===== config.mk =====
export PLATFORM = sky130hd
export DESIGN_NAME = card_block_rx
export DESIGN_NICKNAME = d
export VERILOG_FILES = /design/src/rtl/card_rx_pkg.sv /design/src/rtl/tmo_timer.sv /design/src/rtl/pkt_counter.sv /design/src/rtl/out_stage.sv /design/src/rtl/card_block_rx.sv
export SDC_FILE = /design/constraint.sdc
export NUM_CORES = 1
export LEC_CHECK = 0
export ABC_AREA = 0
export BUFFER_PORTS_ARGS = -buffer_cell sky130_fd_sc_hd__buf_4
export CORE_MARGIN = 4
export CORE_UTILIZATION = 47
export DETAILED_ROUTE_END_ITERATION = 8
export PLACE_DENSITY = 0.75
export SETUP_SLACK_MARGIN = 0.2
export SLEW_MARGIN = 20
export SYNTH_ARGS = -nofsm -noshare
export SYNTH_HDL_FRONTEND = slang
export SYNTH_SLANG_ARGS = --single-unit

===== constraint.sdc =====
create_clock -name clk -period 1.8 [get_ports clk]
set_clock_uncertainty 0.15 [all_clocks]
set_input_delay 0 -clock clk [delete_from_list [all_inputs] [get_ports clk]]
set_output_delay 0 -clock clk [all_outputs]
set_load 0.03 [all_outputs]

===== src/rtl/card_rx_pkg.sv =====
`timescale 1ns/1ps
package card_rx_pkg;
  localparam logic [7:0] FILL_BYTE  = 8'hFF;
  localparam logic [7:0] START_TOK  = 8'hFE;
  localparam int         CRC_LEN    = 2;

  typedef enum logic [2:0] {
    S_IDLE,
    S_HUNT,
    S_PAY,
    S_CRC,
    S_FIN,
    S_FAIL
  } rx_state_t;
endpackage


===== src/rtl/tmo_timer.sv =====
`timescale 1ns/1ps
module tmo_timer #(
  parameter int TICKS = 10,
  localparam int TW = $clog2(TICKS + 1)
) (
  input  logic clk,
  input  logic rst_n,
  input  logic load,
  input  logic tick,
  output logic expired
);
  logic [TW-1:0] cnt;

  always_ff @(posedge clk) begin
    if (!rst_n)                   cnt <= '0;
    else if (load)                cnt <= TW'(TICKS);
    else if (tick && cnt != '0)   cnt <= cnt - 1'b1;
  end

  assign expired = (cnt == '0);


  no_count_up_chk: assert property (@(posedge clk) disable iff (!rst_n)
    !load |=> (cnt <= $past(cnt)));
endmodule


===== src/rtl/pkt_counter.sv =====
`timescale 1ns/1ps
module pkt_counter #(
  parameter int W = 10
) (
  input  logic         clk,
  input  logic         rst_n,
  input  logic         load,
  input  logic [W-1:0] load_val,
  input  logic         dec,
  output logic         last
);
  logic [W-1:0] cnt;

  always_ff @(posedge clk) begin
    if (!rst_n)                 cnt <= '0;
    else if (load)              cnt <= load_val;
    else if (dec && cnt != '0)  cnt <= cnt - 1'b1;
  end

  assign last = (cnt == W'(1));
endmodule


===== src/rtl/out_stage.sv =====
`timescale 1ns/1ps
module out_stage #(
  parameter int DW = 8
) (
  input  logic          clk,
  input  logic          rst_n,
  input  logic          load,
  input  logic [DW-1:0] din,
  input  logic          out_ready,
  output logic          out_valid,
  output logic [DW-1:0] out_data
);
  always_ff @(posedge clk) begin
    if (!rst_n) begin
      out_valid <= 1'b0;
      out_data  <= '0;
    end else if (load) begin
      out_valid <= 1'b1;
      out_data  <= din;
    end else if (out_ready) begin
      out_valid <= 1'b0;
    end
  end


  hold_until_taken_chk: assert property (@(posedge clk) disable iff (!rst_n)
    (out_valid && !out_ready) |=> (out_valid && $stable(out_data)));
endmodule


===== src/rtl/card_block_rx.sv =====
`timescale 1ns/1ps
module card_block_rx
  import card_rx_pkg::*;
#(
  parameter int CNT_W         = 8,
  parameter int TIMEOUT_TICKS = 10,
  localparam int BYTE_W       = CNT_W + 2
) (
  input  logic             clk,
  input  logic             rst_n,
  input  logic             start,
  input  logic [CNT_W-1:0] pair_count,
  input  logic             tick,
  output logic             xfer_req,
  output logic [7:0]       xfer_tx,
  input  logic             xfer_done,
  input  logic [7:0]       xfer_rx,
  output logic [7:0]       out_data,
  output logic             out_valid,
  input  logic             out_ready,
  output logic             done,
  output logic             error
);
  rx_state_t st, nxt;

  logic              tmr_load, tmr_expired;
  logic              cnt_load, cnt_dec, cnt_last;
  logic [BYTE_W-1:0] cnt_val, pay_bytes;
  logic              out_load, take;

  // zero pairs stands for the full 2^CNT_W pairs
  assign pay_bytes = {(pair_count == '0), pair_count, 1'b0};

  assign xfer_req = (st == S_HUNT) || (st == S_CRC) || (st == S_PAY && !out_valid);
  assign xfer_tx  = FILL_BYTE;
  assign take     = xfer_req && xfer_done;

  always_comb begin
    nxt      = st;
    tmr_load = 1'b0;
    cnt_load = 1'b0;
    cnt_val  = '0;
    cnt_dec  = 1'b0;
    out_load = 1'b0;
    unique case (st)
      S_IDLE: if (start) begin
        nxt      = S_HUNT;
        tmr_load = 1'b1;
        cnt_load = 1'b1;
        cnt_val  = pay_bytes;
      end
      S_HUNT: if (take) begin
        // the received byte is judged first; expiry only ends a busy poll
        if (xfer_rx == START_TOK)      nxt = S_PAY;
        else if (xfer_rx != FILL_BYTE) nxt = S_FAIL;
        else if (tmr_expired)          nxt = S_FAIL;
      end
      S_PAY: if (take) begin
        out_load = 1'b1;
        if (cnt_last) begin
          cnt_load = 1'b1;
          cnt_val  = BYTE_W'(CRC_LEN);
          nxt      = S_CRC;
        end else begin
          cnt_dec = 1'b1;
        end
      end
      S_CRC: if (take) begin
        if (cnt_last) nxt = S_FIN;
        else          cnt_dec = 1'b1;
      end
      S_FIN:  if (!out_valid) nxt = S_IDLE;
      S_FAIL: nxt = S_IDLE;
      default: nxt = S_IDLE;
    endcase
  end

  always_ff @(posedge clk) begin
    if (!rst_n) st <= S_IDLE;
    else        st <= nxt;
  end

  assign done  = (st == S_FIN && !out_valid) || (st == S_FAIL);
  assign error = (st == S_FAIL);

  tmo_timer #(.TICKS(TIMEOUT_TICKS)) u_tmr (
    .clk(clk), .rst_n(rst_n), .load(tmr_load), .tick(tick), .expired(tmr_expired)
  );

  pkt_counter #(.W(BYTE_W)) u_cnt (
    .clk(clk), .rst_n(rst_n), .load(cnt_load), .load_val(cnt_val),
    .dec(cnt_dec), .last(cnt_last)
  );

  out_stage #(.DW(8)) u_out (
    .clk(clk), .rst_n(rst_n), .load(out_load), .din(xfer_rx),
    .out_ready(out_ready), .out_valid(out_valid), .out_data(out_data)
  );


  done_pulse_chk: assert property (@(posedge clk) disable iff (!rst_n)
    done |=> !done);

  err_with_done_chk: assert property (@(posedge clk) disable iff (!rst_n)
    error |-> done);

  data_from_xfer_chk: assert property (@(posedge clk) disable iff (!rst_n)
    $rose(out_valid) |-> $past(xfer_done));

  no_data_on_err_chk: assert property (@(posedge clk) disable iff (!rst_n)
    error |-> !out_valid);
endmodule


Word level (Yosys, flattened, before mapping). Cells that the tools add are included.

Add/subtract/negate cells: 2. Equal/unequal tests: 16. Multiplexer cells: 31. Bitwise gates (word level): 1. Reduce and logical (&&, ||, !) cells: 20.

Operators with widths (count): 10-bit 2-to-1 mux (3); 3-bit 2-to-1 mux (10); 10-bit case mux with 2 select lines (1); 3-bit case mux with 5 select lines (1); 2-bit != test, second input constant (7); 1-bit 2-to-1 mux (11); 10-bit by 1-bit == test with 1-bit output, second input constant (1); 10-bit nonzero test (1); 10-bit by 1-bit subtractor with 10-bit output, second input constant (1); 8-bit == test, second input constant (1); 8-bit zero test (1); 4-bit 2-to-1 mux (2); 8-bit != test, second input constant (1); 8-bit AND reduction (1); 3-bit by 2-bit == test with 1-bit output, second input constant (2); 3-bit == test, second input constant (2); 2-bit nonzero test (3); 1-bit logical AND (5); 4-bit zero test (1); 2-bit 2-to-1 mux (2); 4-bit by 2-bit != test with 1-bit output, second input constant (1); 4-bit nonzero test (1); 2-bit OR reduction (2); 4-bit by 1-bit subtractor with 4-bit output, second input constant (1); 6 further kinds (8).

Flip-flop bits (word level): 26.

Logic depth before layout (Yosys ltp).
Depth in word-level cells: 9. Mapped depth: 7. Gate-level depth less buffers: 7.

By module. A second synthesis with hierarchy kept.

Cells, all modules: 194. Area, all modules: 1679.1 um2.

Modules (own cells, without submodules): pkt_counter (times used 1, cells each 76, area an instance 679.4 um2, seq. area each 200.2 um2); card_block_rx (times used 1, cells each 64, area an instance 450.4 um2, seq. area each 60.1 um2); out_stage (times used 1, cells each 28, area an instance 335.3 um2, seq. area each 180.2 um2); tmo_timer (times used 1, cells each 26, area an instance 214.0 um2, seq. area each 80.1 um2).

Worst setup path after synthesis. No wires, ideal clock.

Path kind: reg2reg. From: register u_out.out_valid. To: register u_cnt.cnt[4]. Library setup time: 119 ps. Arrival time: 1559 ps. Path slack: -28 ps. Stages on the path, launching flop included: 7. Path buffers: 1. Period minus slack after synthesis: 1828 ps. Cells stage by stage: dfxtp_1 -> nor2b_1 -> and3_1 -> buf_4 -> a21oi_2 -> a21oi_1 -> o221a_2.

Longest elaborated chain between the ends: 8. Elaborated cells between the ends (all ways): 11.

RTL lines: start: declaration (RTL line out_stage.sv:10) `output logic out_valid,`; start signal: assignment (RTL line out_stage.sv:15) `out_valid <= 1'b0;`; start signal: assignment (RTL line out_stage.sv:18) `out_valid <= 1'b1;`; start signal: assignment (RTL line out_stage.sv:21) `out_valid <= 1'b0;`; 1-bit zero test * (RTL line card_block_rx.sv:34) `assign xfer_req = (st == S_HUNT) || (st == S_CRC) || (st == S_PAY && !out_valid);`; 1-bit logical AND * (RTL line card_block_rx.sv:34); 1-bit logical OR * (RTL line card_block_rx.sv:34); 1-bit logical AND * (RTL line card_block_rx.sv:36) `assign take = xfer_req && xfer_done;`; 1-bit 2-to-1 mux (RTL line card_block_rx.sv:58) `S_PAY: if (take) begin`; 1-bit 2-to-1 mux; 1-bit logical AND (RTL line pkt_counter.sv:17) `else if (dec && cnt != '0) cnt <= cnt - 1'b1;`; 2-bit nonzero test (no source line); end signal: assignment (RTL line pkt_counter.sv:16) `else if (load) cnt <= load_val;`; end signal: assignment (RTL line pkt_counter.sv:17); end: declaration (RTL line pkt_counter.sv:12) `logic [W-1:0] cnt;`.

Mark *: on every way between the ends. The rest lies on a longest branch, timed or not. A chain may end at the register's enable or synchronous reset.

Final worst setup path.
From: register u_cnt.cnt[5]. To: register u_cnt.cnt[8].

Longest elaborated chain between the ends: 6. Elaborated cells between the ends (all ways): 13.

RTL lines: branches (longest 6 deep; another with 10-bit by 1-bit subtractor with 10-bit output).

Parallel ways; which one is timed is not known. The select of a mux whose other input is x is not followed.

==> results.md <==
- Status: finished, violations left
- Failing checks: setup timing
- Hold_sp: xfer_rx[2]
- FILL cells: 220
- Final std cell area, no fill: between 2000 and 3000 sq um
- Clock Tree Root: clkbuf_4
- Clk buf depth: 2
- Static leakage: 1.046 nW
- Crit share post-route: 1.062
- Post-Syn Area: 1629 sq um
- Initial Utilization: 0.4882
- Setup TNS: -0.7653 ns
- Setup ws final: -0.1118 ns
- GRT Overall Usage: 0.2279
- Final wirelength: 5152 microns
- Proportion of synthesized area in mux cells: 0.05530
- RSZ-0062 raised after global routing: true
- Final slew viol count: 0
- Worst-path fanout max: 6
- Largest net degree at the start of global routing: 17
- Synth Area in XOR/XNOR: 0.02151
- Via density: 5.875
- CTS buffer count: 3
- Largest family of logic cells by synthesized area: simple AND/OR/NAND/NOR gates
- Drt first-iter violations: 139
- Cell total after placement: 272
- Initial antenna violation count: 0
- DR WL/cell: around 17 microns
- Area grow syn2layout: 55.53%
- CTS tree: yes
- GPL Wtd Cong: 0.9257
- Nets: about 290
- Sequential fraction of design power: 0.358
- Vert. Die Dim: approximately 67 microns
- Crit path DAT: about 2.0 ns
- Setup Viol. Count Final: 11
- GRT overflow: 0
- Crit Path Class: flop to flop
- CTS Sinks: 26
- Core area: 3337 sq um
- Final Hold Fails: 0
- Sequential fraction of the synthesis area: 0.3195
- H-tree Lvls: 1
- Vias in the first global route: 1785
- Area post-placement: roughly 2100 sq um
- Layout Cells excl Fill: 303
- Clock Power Share: 0.123
- DRT antenna net count: 0
- Layout cells sized above 1: 0.4436
- IO Port Bufs: 33
- Yosys cell types: 53
- Reg clk slew, reported paths: 0.14 ns
- Chip width: ~67 microns
- Post-synth EDFFs: 0
- Internal: about 1.3 mW
- Adder-Cell Fraction of Synth Area: 0.03072
- DR vias: 1780
- Tmin final: roughly 1.9 ns
- WP data required: roughly 1.9 ns
- Hold/Removal Path Class: input pin to flop
- Mapped Avg Cell Area: 8.758 sq um
- Synth async-reset ratio: 0
- Compound-cell area share of the yosys netlist: 0.2135
- Max stage delay on crit path: roughly 0.38 ns
- Worst reg2reg startpoint: u_cnt.cnt[5]
- Post-Syn Instances: 186
- Synth Warn #: 0
- Crit path cell chain: nor4_4 -> nand4b_1 -> o21ai_4 -> buf_6 -> o311ai_1 -> a21oi_1
- Antenna Cells: 0
- Simple-gate area share of the yosys netlist: 0.2788
- Post-DP HPWL: 3339 microns
- Primary FF master, synth: dfxtp_1
- Sw Ratio: 0.3875
- CP Capture Type: flop
- Power Density: 827.6 nW/um^2
- Worst VDD drop: 0.0005075 V
- Final Util: 0.7593
- Number of remaining DRC errors: 0
- Drt pass-1 iters: 4
- Psw: 0.8124 mW
- FMAX: roughly 520 MHz
- Worst setup SP type: flop
- #FFs+latches synth: 26
- Max cap viols: 0
- First-pass GRT wire length: around 8000 microns
- Worst-Skew Late Latency: 0.32 ns
- Buf/Inv on CP: 1
- Logic pwr share: 0.519
- Row Count: 21
- Delay-heaviest family, CP: simple AND/OR/NAND/NOR gates
- CP max-delay cell: dfxtp_4
- Crit path launch: u_cnt.cnt[5]
- Die area: 4472 sq um
- IO Count: between 40 and 50
flip-flops by register name, summed over array words and instances (netlist names):
register	count
st	3
u_cnt.cnt	10
u_out.out_data	8
u_out.out_valid	1
u_tmr.cnt	4
power groups by stage:
stage	logic (mW)	clock network, mW	registers (mW)
finish	1.09	0.259	0.750
detailed placement	0.789	0	0.749
global placement	0.760	0	0.743
floorplan	0.593	0	0.727
global route	1.16	0.288	0.759
CTS	0.909	0.258	0.739
layout make-up:
cell class	instances	area [sq um]	area share
Inverter	5	18.77	0.007407
Tap cell	46	57.56	0.02272
Timing Repair Buffer	76	643.1	0.2538
Multi-Input combinational cell	147	1250	0.4933
Clock buffer	3	22.52	0.008889
Sequential cell	26	541.8	0.2138
logic make-up (layout without fill, tap and decap cells):
group           after synthesis  count (layout)
flops                        26              26
other cells                   1               8
simple gates                 77              78
xor+xnor                      4               4
buf+inv                      21              84
mux                           9               9
fa+ha+maj                     4               4
compound gates               44              44
routing by layer:
layer  wire [microns]  track usage  vias to the layer above  share of wire
met5                0            0                        -              0
met4              117      0.07342                        0          0.023
met3              307      0.04216                       14          0.060
met2             2599       0.3985                       83           0.50
met1             2127       0.2790                      859           0.41
li1                 -            -                      824              -
layout by cell type (no fill, tap or decap), drive strengths merged, types with 2 or more instances in the layout:
cell         synthesis  final
and2                 5      6
conb                 1      8
o211a                2      2
a32oi                2      2
nor3b                3      3
dlygate4sd3          0     21
a41o                 2      2
clkbuf               2      3
ha                   4      4
inv                  5      5
xnor2                3      3
a211oi               2      2
o311ai               2      2
a41oi                2      2
a2bb2oi              3      3
o32ai                2      2
nand2b               3      3
nand2               11     11
a31oi                3      3
nand3b               2      2
nor2b                3      3
dfxtp               26     26
nand4                3      3
nor3                 3      3
a21oi               13     13
nand3                4      4
o221a                5      5
or3b                 2      2
mux2i                9      9
buf                 14     55
nor4                 6      6
o21ai                3      3
and3                 4      4
nor2                20     20
cells in the mapped netlist (all sizes together) (2+ instances only):
cell type,number,area [sq um]
nand3b,2,15.01
nor2,20,75.07
nor3b,3,22.52
ha,4,50.05
xnor2,3,26.28
and3,4,25.02
a32oi,2,17.52
and2,5,33.78
a2bb2oi,3,26.28
a31oi,3,18.77
o21ai,3,26.28
nand3,4,20.02
nor4,6,43.79
nand4,3,18.77
nand2,11,41.29
a41o,2,20.02
nor2b,3,18.77
o211a,2,20.02
buf,14,101.3
or3b,2,17.52
a211oi,2,15.01
a41oi,2,17.52
o32ai,2,17.52
clkbuf,2,7.510
o311ai,2,17.52
mux2i,9,90.09
a21oi,13,68.82
dfxtp,26,520.5
o221a,5,56.30
nor3,3,15.01
inv,5,18.77
nand2b,3,18.77
worst paths after layout:
check | end | slack (ns) | cells after the start
hold reg to reg | u_out.out_data[6] | 0.36 | 2
setup / recovery | u_cnt.cnt[8] | -0.11 | 6
hold / removal | u_out.out_data[2] | 0.30 | 4
setup reg to reg | u_cnt.cnt[8] | -0.11 | 6
worst register-to-register path: stages (launching register included):
cell,delay (ns)
dfxtp_4,0.38
nor4_4,0.35
nand4b_1,0.26
o21ai_4,0.30
buf_6,0.18
o311ai_1,0.10
a21oi_1,0.14
what timing repair did:
| action | in CTS | in global routing |
|---|---|---|
| setup buffers | 4 | 2 |
| hold endpoints to repair | 25 | 0 |
| setup endpoints to repair | 24 | 25 |
| pin swaps | 11 | 9 |
| gates resized for setup | 15 | 16 |
| cloned | 1 | 0 |
| hold buffers | 21 | 0 |
metrics by stage:
stage	worst slack, ns	hold slack [ns]	power (mW)
2_1_floorplan	0.05975	-0.02294	1.319
3_3_place_gp	0.02448	0.09694	1.502
3_5_place_dp	-0.03385	0.1035	1.538
4_1_cts	-0.02636	0.3028	1.907
5_1_grt	-0.2327	0.3084	2.209
6_report	-0.1118	0.3043	2.097
Power figures use the tool's default switching activity.
